### config.mk
export PLATFORM = sky130hd
export DESIGN_NAME = fpcmp
export DESIGN_NICKNAME = d
export VERILOG_FILES = /design/src/rtl/fpcmp_pkg.sv /design/src/rtl/fpcmp_classify.sv /design/src/rtl/fpcmp_order.sv /design/src/rtl/fpcmp_select.sv /design/src/rtl/fpcmp_ctrl.sv /design/src/rtl/fpcmp.sv
export SDC_FILE = /design/constraint.sdc
export NUM_CORES = 1
export LEC_CHECK = 0
export ABC_CLOCK_PERIOD_IN_PS = 2600
export BUFFER_PORTS_ARGS = -buffer_cell sky130_fd_sc_hd__buf_2
export CAP_MARGIN = 30
export CORE_UTILIZATION = 46
export CTS_BUF_LIST = sky130_fd_sc_hd__clkbuf_4 sky130_fd_sc_hd__clkbuf_8 sky130_fd_sc_hd__clkbuf_16
export DETAILED_ROUTE_END_ITERATION = 16
export HOLD_SLACK_MARGIN = 0.06
export PLACE_DENSITY_LB_ADDON = 0.1
export SYNTH_ARGS = -nofsm -noshare
export SYNTH_HDL_FRONTEND = slang
export SYNTH_SLANG_ARGS = --single-unit
### constraint.sdc
create_clock -name clk -period 2.6 [get_ports clk]
set_input_delay 0.13 -clock clk [delete_from_list [all_inputs] [get_ports clk]]
set_output_delay 0.13 -clock clk [all_outputs]
set_load 0.03 [all_outputs]
### src/rtl/fpcmp_pkg.sv
package fpcmp_pkg;

  localparam logic [5:0] OP_UNORD = 6'b000100;
  localparam logic [5:0] OP_LT    = 6'b001100;
  localparam logic [5:0] OP_EQ    = 6'b010100;
  localparam logic [5:0] OP_LE    = 6'b011100;
  localparam logic [5:0] OP_GT    = 6'b100100;
  localparam logic [5:0] OP_NE    = 6'b101100;
  localparam logic [5:0] OP_GE    = 6'b110100;
  localparam logic [5:0] OP_CC    = 6'b111100;

  // one-hot relation code: [0] equal, [1] less, [2] greater, [3] unordered
  typedef struct packed {
    logic unord;
    logic gt;
    logic lt;
    logic eq;
  } rel_t;

  typedef struct packed {
    logic sign;
    logic is_nan;
    logic is_inf;
    logic is_zero;
  } fcls_t;

  function automatic logic pick_pred(input logic [5:0] code, input rel_t r);
    logic hit;
    case (code)
      OP_UNORD: hit = r.unord;
      OP_LT:    hit = r.lt;
      OP_EQ:    hit = r.eq;
      OP_LE:    hit = r.lt | r.eq;
      OP_GT:    hit = r.gt;
      OP_NE:    hit = ~r.eq;
      OP_GE:    hit = r.gt | r.eq;
      default:  hit = 1'b0;
    endcase
    return hit;
  endfunction

endpackage

### src/rtl/fpcmp_classify.sv
module fpcmp_classify
  import fpcmp_pkg::*;
#(
  parameter int EXP_W  = 8,
  parameter int FRAC_W = 23,
  localparam int W     = 1 + EXP_W + FRAC_W,
  localparam int MAG_W = EXP_W + FRAC_W
) (
  input  logic [W-1:0]     val,
  output fcls_t            cls,
  output logic [MAG_W-1:0] mag
);
  logic [EXP_W-1:0]  ex;
  logic [FRAC_W-1:0] fr;
  logic ex_max, ex_min, fr_nz;

  assign ex     = val[W-2 -: EXP_W];
  assign fr     = val[FRAC_W-1:0];
  assign ex_max = &ex;
  assign ex_min = ~|ex;
  assign fr_nz  = |fr;

  assign cls.sign    = val[W-1];
  assign cls.is_nan  = ex_max & fr_nz;
  assign cls.is_inf  = ex_max & ~fr_nz;
  assign cls.is_zero = ex_min;           // denormals flush to signed zero
  assign mag         = ex_min ? '0 : val[MAG_W-1:0];
endmodule

### src/rtl/fpcmp_order.sv
module fpcmp_order
  import fpcmp_pkg::*;
#(
  parameter int MAG_W = 31
) (
  input  fcls_t            ca,
  input  fcls_t            cb,
  input  logic [MAG_W-1:0] ma,
  input  logic [MAG_W-1:0] mb,
  output rel_t             rel
);
  logic un, eq, lt, mag_lt, mag_gt;

  assign mag_lt = ma < mb;
  assign mag_gt = ma > mb;
  assign un     = ca.is_nan | cb.is_nan;
  assign eq     = ~un & ((ca.is_zero & cb.is_zero) |
                         ((ca.sign == cb.sign) & (ma == mb)));
  always_comb begin
    if (un || eq)               lt = 1'b0;
    else if (ca.sign != cb.sign) lt = ca.sign;
    else if (ca.sign)            lt = mag_gt;
    else                         lt = mag_lt;
  end

  assign rel.unord = un;
  assign rel.eq    = eq;
  assign rel.lt    = lt;
  assign rel.gt    = ~un & ~eq & ~lt;
endmodule

### src/rtl/fpcmp_select.sv
module fpcmp_select
  import fpcmp_pkg::*;
#(
  parameter int W = 32
) (
  input  logic [5:0]   code,
  input  rel_t         rel,
  output logic [W-1:0] word
);
  always_comb begin
    word = '0;
    if (code == OP_CC) word[3:0] = rel;
    else               word[0]   = pick_pred(code, rel);
  end
endmodule

### src/rtl/fpcmp_ctrl.sv
module fpcmp_ctrl #(
  parameter int LAT = 2
) (
  input  logic           clk,
  input  logic           clr,
  input  logic           ce,
  input  logic           in_valid,
  output logic           in_ready,
  output logic           accept,
  output logic [LAT-1:0] stage_vld
);
  logic           rdy_q;
  logic [LAT-1:0] vld_q;

  assign accept    = in_valid & rdy_q & ce & ~clr;
  assign in_ready  = rdy_q;
  assign stage_vld = vld_q;

  always_ff @(posedge clk) begin
    if (clr)     rdy_q <= 1'b0;
    else if (ce) rdy_q <= 1'b1;
  end

  always_ff @(posedge clk) begin
    if (clr)     vld_q <= '0;
    else if (ce) vld_q <= {vld_q[LAT-2:0], accept};
  end
endmodule

### src/rtl/fpcmp.sv
module fpcmp
  import fpcmp_pkg::*;
#(
  parameter int EXP_W  = 8,
  parameter int FRAC_W = 23,
  parameter int LAT    = 2
) (
  input  logic                    clk,
  input  logic                    clr,
  input  logic                    ce,
  input  logic                    in_valid,
  output logic                    in_ready,
  input  logic [EXP_W+FRAC_W:0]   a,
  input  logic [EXP_W+FRAC_W:0]   b,
  input  logic [5:0]              op,
  output logic [EXP_W+FRAC_W:0]   res,
  output logic                    res_valid
);
  localparam int W     = 1 + EXP_W + FRAC_W;
  localparam int MAG_W = EXP_W + FRAC_W;
  localparam int NPIPE = LAT - 1;

  // ---- operand classification ----
  fcls_t            cls [2];
  logic [MAG_W-1:0] mag [2];
  logic [W-1:0]     opnd [2];
  assign opnd[0] = a;
  assign opnd[1] = b;

  for (genvar i = 0; i < 2; i++) begin : g_cls
    fpcmp_classify #(.EXP_W(EXP_W), .FRAC_W(FRAC_W)) u_cls (
      .val(opnd[i]), .cls(cls[i]), .mag(mag[i])
    );
  end

  rel_t rel_s0;
  fpcmp_order #(.MAG_W(MAG_W)) u_ord (
    .ca(cls[0]), .cb(cls[1]), .ma(mag[0]), .mb(mag[1]), .rel(rel_s0)
  );

  // ---- control ----
  logic           accept;
  logic [LAT-1:0] stage_vld;
  fpcmp_ctrl #(.LAT(LAT)) u_ctrl (
    .clk(clk), .clr(clr), .ce(ce), .in_valid(in_valid),
    .in_ready(in_ready), .accept(accept), .stage_vld(stage_vld)
  );

  // ---- stage 1: relation code and operation ----
  rel_t       cc_s1;
  logic [5:0] op_s1;
  always_ff @(posedge clk) begin
    if (accept) begin
      cc_s1 <= rel_s0;
      op_s1 <= op;
    end
  end

  logic [W-1:0] word_s1;
  fpcmp_select #(.W(W)) u_sel (.code(op_s1), .rel(cc_s1), .word(word_s1));

  // ---- result delay line, each stage loads only with a valid token ----
  logic [W-1:0] pipe_q [NPIPE];
  for (genvar k = 0; k < NPIPE; k++) begin : g_pipe
    if (k == 0) begin : g_head
      always_ff @(posedge clk)
        if (ce && !clr && stage_vld[0]) pipe_q[0] <= word_s1;
    end else begin : g_tail
      always_ff @(posedge clk)
        if (ce && !clr && stage_vld[k]) pipe_q[k] <= pipe_q[k-1];
    end
  end

  assign res       = pipe_q[NPIPE-1];
  assign res_valid = stage_vld[LAT-1];
endmodule

==> results of run 1 <==
placed cells by master, fill, tap and decap left out, types with 3 or more instances in the layout:
master	count
ha_1	21
nor2_1	19
inv_1	14
a21oi_1	10
nand4_1	11
ha_4	10
nand3_1	4
nand2_1	31
and2_4	10
nor4_2	3
and3_1	3
conb_1	28
and2_1	15
dlygate4sd3_1	4
buf_4	15
buf_2	80
o21ai_0	3
nand2_2	3
a21o_1	8
nor4_1	12
dfxtp_1	3
edfxtp_1	14
clkbuf_8	3
power breakdown:
group / leakage (nW) / internal, mW / total [mW] / switching (mW)
Combinational: 1.26 / 0.153 / 0.348 / 0.196
Clock: 0.0262 / 0.119 / 0.204 / 0.0848
Sequential: 0.142 / 0.300 / 0.303 / 0.00302
timing repair:
item / in CTS / in global routing
setup endpoints to repair: 0 / 2
gates resized for setup: 0 / 35
buffers inserted: 0 / 4
hold buffers: 3 / 1
hold endpoints to repair: 3 / 1
synthesized netlist by cell type, types with 2 or more instances:
library cell	count	area, um^2
o21ai_0	3	15.0
a22oi_1	2	15.0
nor4_1	15	93.8
inv_1	14	52.6
edfxtp_1	14	420
a21oi_1	10	50.1
ha_1	31	388
and2_1	25	156
nand4_1	11	68.8
dfxtp_1	3	60.1
and3_1	3	18.8
clkbuf_1	12	45.0
buf_4	28	210
nor2_1	21	78.8
a21o_1	8	60.1
nand3_1	5	25.0
nand2_1	34	128
nor3_1	2	10.0
a211oi_1	2	15.0
mux2i_1	2	20.0
path summary, 6_finish.rpt:
path                                                      to  slack [ns]  cells past startpoint
worst max-delay path                      cc_s1[1]$_DFFE_PP_        0.19                     12
worst min register to register  u_ctrl.in_ready$_SDFFE_PP0P_        0.48                      2
worst min-delay path                      op_s1[0]$_DFFE_PP_        0.06                      1
worst max register to register        pipe_q[0][0]$_DFFE_PP_        1.05                      6
metal layers:
layer  part of all wire (%)  track usage [%]
met5                      0                0
met2                     48             34.4
met4                    1.5             4.76
met1                     45             27.9
met3                    5.7             2.03
per-stage QoR:
step / util (%) / power [mW] / worst slack, ns / hold slack, ns
finish: 65.0 / 0.855 / 0.188 / 0.0649
detailed placement: 57.6 / 0.604 / -0.132 / 0.309
floorplan: - / 0.527 / 0.219 / 0.202
global route: 65.0 / 0.909 / 0.0000897 / 0.0604
global placement: 57.6 / 0.602 / -0.0383 / 0.310
CTS: 59.4 / 0.809 / 0.120 / 0.0601
sequential cells by signal, summed over array words and instances (netlist names):
name	cells
u_ctrl.stage_vld	2
cc_s1	4
pipe_q	4
u_ctrl.in_ready	1
op_s1	6
layout make-up:
type	instances	share of cell area, %
clock buffer	4	1.71
inverter	14	1.85
multi-input combinational	219	56.4
sequential	17	16.9
tap	52	2.28
timing repair buffer	102	20.9
worst max-delay path: stages:
cell and delay [ns]:
buf_2 0.11, nor4_2 0.25, nand2_1 0.14, buf_6 0.16, and2_4 0.16, ha_4 0.26, nand4_1 0.19, nor2_2 0.15
nand4_1 0.16, nor4_4 0.35, a211o_1 0.19, and3b_1 0.17
kinds of logic (layout without fill, tap and decap cells):
logic type               count (synthesis)  in the layout
XOR/XNOR                                 1              1
buffers and inverters                   54            120
adder cells (fa/ha/maj)                 31             31
other                                    1             28
AO/OA/AOI/OAI                           35             35
multiplexers                             2              2
AND/OR/NAND/NOR                        122            122
flip-flops                              17             17
==> results.tsv, run 1 <==
stage	metric	value	unit
synthesis	synth-xor-area-share	0.417	%
synthesis	ys_async_sr_fraction	0	%
cells_and_area	nFillCells	401	
placed_design	routabilityCongestion	0.895	
routing	wire_per_inst	13.2	um
sta	period_minus_slack	2.41	ns
sta	hold_viol_final	0	
critical_path	critPathLaunchType	input port	
sta	finalSetupTns	0	ns
sta	rsz0062_at_grt	false	
clocking	h-tree-depth	1	
cells_and_area	nets	462	
clocking	root_buffer	clkbuf_8	
critical_path	worst_ep_required_time	2.61	ns
sta	skew	0.00126	ns
grt	grt.overflow.total	0	
cells_and_area	syn_to_final_growth	35.6	%
floorplanning	io-pin-count	108	
synthesis	synth_compound_area_share	12.0	%
synthesis	synth_edf_count	14	
floorplanning	die_x	69.6	um
critical_path	end_kind	flop	
hold_path	min_path_type	in2reg	
routing	detailedRoute.firstPassIterationCount	4	
synthesis	synth-adder-area-share	18.5	%
grt	antenna_found_initial	0	
cells_and_area	stdcell_area	2850	um^2
routing	num_vias	2111	
clocking	numClockSinks	17	
critical_path	rr_startpoint	op_s1[4]$_DFFE_PP_	
pwr	ir_drop	0.152	mV
synthesis	synthCells	263	
floorplanning	initial_core_util	47.9	%
sta	fmax	415	MHz
routing	drc	0	
synthesis	synth_ff_type	edfxtp_1	
flow_run	drv_cap	0	
hold_path	hp-start	op[0]	
cells_and_area	multi_input_comb_area	1610	um^2
placed_design	io_buffers	79	
clocking	cts_buffers	3	
synthesis	yosysWarnings	0	
pwr	p_leak	1.42	nW
synthesis	synth_seq_cells	17	
floorplanning	dieHeight	69.6	um
critical_path	crit_type	in2reg	
placed_design	placed_area	2520	um^2
routing	wirelength	5.38	mm
floorplanning	core	4380	um^2
synthesis	synth_seq_area_share	22.9	%
cells_and_area	layout-drive-gt1-share	38.2	%
clocking	clkLatencyLatePin	0.25	ns
routing	dr.first_iter.drc_count	78	
status	outcome	finished, final reports clean	
sta	fin_crit_sh	92.8	%
grt	grtUsageTotal	20.4	%
cells_and_area	seq_area	480	um^2
critical_path	critPathArrivalTime	2.42	ns
synthesis	synth_mux_area_share	0.953	%
synthesis	synth.cell_area	2100	um^2
clocking	cts_tree	built	
floorplanning	num_rows	24	
synthesis	ys_types	38	
synthesis	avgSynthCellArea	7.99	um^2
grt	first_global_vias	1942	
critical_path	critPathMaxFanout	5	
placed_design	hpwl	4.23	mm
synthesis	synth_top_family_by_area	simple AND/OR/NAND/NOR gates	
grt	grt_pass1_wl	8.19	mm
floorplanning	die_area	4840	um^2
sta	finalSetupViolCount	0	
cells_and_area	n_antenna_cell	0	
grt	grt_max_degree	25	
synthesis	synth_simple_gate_area_share	30.4	%
clocking	clk_path_buf_depth	2	
clocking	clk_pin_slew	0.06	ns
cells_and_area	finalNonFillerCells	408	
critical_path	startpoint	a[25]	
pwr	power_density	300	nW/um^2
routing	via_per_inst	5.17	
placed_design	dp.cells	395	
sta	timing.final.max_slew_violations	0	
routing	ant_nets	0	
(Power assumes the default switching activity.)
==> run 2, diff against run 1 <==
CORE_UTILIZATION = 52   (was 46)
RECOVER_POWER = 50   (was default)
SYNTH_HIERARCHICAL = 1   (was default)
==> results.tsv, run 2 <==
stage	metric	value	unit
routing	wirelength	6.26	mm
sta	finalSetupViolCount	1	
critical_path	worst_ep_required_time	2.65	ns
cells_and_area	nets	549	
sta	finalSetupTns	-0.0644	ns
sta	fmax	375	MHz
floorplanning	core	6030	um^2
clocking	clkLatencyLatePin	0.29	ns
synthesis	yosysWarnings	6	
clocking	h-tree-depth	2	
placed_design	routabilityCongestion	0.847	
routing	detailedRoute.firstPassIterationCount	4	
critical_path	critPathArrivalTime	2.71	ns
critical_path	path_cells	buf_8 > nor4_4 > buf_4 > nand2_8 > and2_4 > ha_4 > nand4_1 > nor4_4 > nor3b_4 > o21ai_1 > and4_4 > o31a_1 > o21ba_1	
synthesis	synth.cell_area	3300	um^2
hold_path	min_path_type	in2reg	
critical_path	critPathLaunchType	input port	
routing	ant_nets	0	
sta	hold_viol_final	0	
sta	setup_slack	-0.0644	ns
routing	num_vias	2479	
cells_and_area	final_cell_mix	buf_2 (68), edfxtp_1 (42), and2_4 (38)	
status	violations	negative setup slack	
critical_path	crit_type	in2reg	
routing	via_per_inst	4.77	
cells_and_area	reg_top3	pipe_q: 32 flops, op_s1: 6 flops, cc_s1: 4 flops	
clocking	numClockSinks	45	
sta	timing.final.max_slew_violations	0	
hold_path	hp-start	ce	
cells_and_area	stdcell_area	4220	um^2
pwr	ir_drop	0.323	mV
cells_and_area	n_antenna_cell	0	
sta	rsz0062_at_grt	true	
placed_design	placed_area	3870	um^2
cells_and_area	syn_to_final_growth	27.8	%
cells_and_area	layout-drive-gt1-share	40.4	%
clocking	clk_pin_slew	0.08	ns
clocking	cts_buffers	5	
critical_path	end_kind	flop	
critical_path	slowest_delay	0.36	ns
floorplanning	num_rows	28	
floorplanning	dieHeight	81.7	um
synthesis	avgSynthCellArea	10.4	um^2
sta	fin_crit_sh	102	%
sta	fin_hold_ws	0.131	ns
routing	wire_per_inst	12.0	um
cells_and_area	final_common_cell	buf_2	
critical_path	crit_family	simple AND/OR/NAND/NOR gates	
status	outcome	finished with violations	
routing	drc	0	
critical_path	critPathMaxFanout	7	
sta	period_minus_slack	2.66	ns
cells_and_area	largest_reg_flops	32	
cells_and_area	regMostFlops	pipe_q	
grt	antenna_found_initial	0	
floorplanning	die_x	81.7	um
grt	first_global_vias	2267	
floorplanning	io-pin-count	108	
floorplanning	initial_core_util	54.8	%
placed_design	io_buffers	107	
clocking	cts_tree	built	
placed_design	dp_worst_setup_slack	-0.433	ns
sta	skew	0.00522	ns
critical_path	rr_startpoint	op_s1[4]$_DFFE_PP_	
routing	dr.first_iter.drc_count	60	
clocking	clk_path_buf_depth	2	
grt	grtUsageTotal	19.1	%
pwr	power_density	391	nW/um^2
pwr	p_leak	1.93	nW
placed_design	hpwl	4.86	mm
critical_path	critPathMostFrequentCell	nor4_4	
grt	grt.overflow.total	0	
clocking	root_buffer	clkbuf_8	
critical_path	startpoint	a[30]	
flow_run	drv_cap	0	
floorplanning	die_area	6670	um^2
grt	grt_max_degree	33	
critical_path	slowest_stage	nor4_4	
synthesis	synthCells	318	
critical_path	crit_buf_inv	2	
grt	grt_pass1_wl	9.62	mm
[run 2: cell types whose count changed in the layout (fill, tap and decap cells not counted), sizes merged, moves of 16 or more]
cell	previous run	this run
and2	26	50
clkbuf	4	40
nand2	34	15
nor2	21	5
inv	14	33
edfxtp	14	42
[run 2: layout make-up]
cell class / count / area [um^2]
Multi-Input combinational cell: 213 / 1720
Inverter: 33 / 124
Fill cell: 491 / 1810
Timing Repair Buffer: 146 / 851
Clock inverter: 3 / 41.3
Tap cell: 75 / 93.8
Clock buffer: 5 / 68.8
Sequential cell: 45 / 1320
[run 2: repair_timing]
item | CTS | global route
hold endpoints to repair | 8 | 0
pin swaps | 7 | 15
setup buffers | 4 | 3
setup endpoints to repair | 1 | 3
gates resized for setup | 5 | 22
gates cloned | 1 | 0
hold buffers | 7 | 0
[run 2: worst register-to-register path: stages (launching register included)]
cell and delay (ns):
edfxtp_1 0.42, or3b_1 0.39, a21oi_1 0.17, o21a_1 0.14
[run 2: power breakdown]
part | total, mW | internal [mW] | switching [mW]
clock network | 0.500 | 0.282 | 0.218
registers | 0.802 | 0.799 | 0.00326
logic | 0.350 | 0.190 | 0.160
total | 1.65 | 1.27 | 0.380
[run 2: metal layers]
layer / up-vias / global-route usage (%) / part of all wire, % / routed length (um)
li1: 1288 / - / - / -
met1: 1089 / 21.9 / 42 / 2660
met2: 87 / 35.0 / 50 / 3120
met3: 15 / 2.89 / 4.9 / 306
met4: 0 / 7.89 / 2.9 / 180
met5: - / 0 / 0 / 0
[run 2: stage by stage]
step,utilization [%],instances,total power [mW]
floorplan,-,345,1.04
global placement,64.2,497,1.12
detailed placement,64.2,497,1.13
CTS,68.3,517,1.64
global route,70.0,520,1.74
finish,70.0,520,1.65
[run 2: path summary, 6_finish.rpt]
check,endpoint,slack [ns],cells after the start
worst min-delay path,u_ctrl/in_ready$_SDFFE_PP0P_,0.13,3
worst min register to register,u_ctrl/in_ready$_SDFFE_PP0P_,0.50,2
worst max register to register,pipe_q[0][0]$_DFFE_PP_,1.36,3
worst max-delay path,cc_s1[2]$_DFFE_PP_,-0.06,13
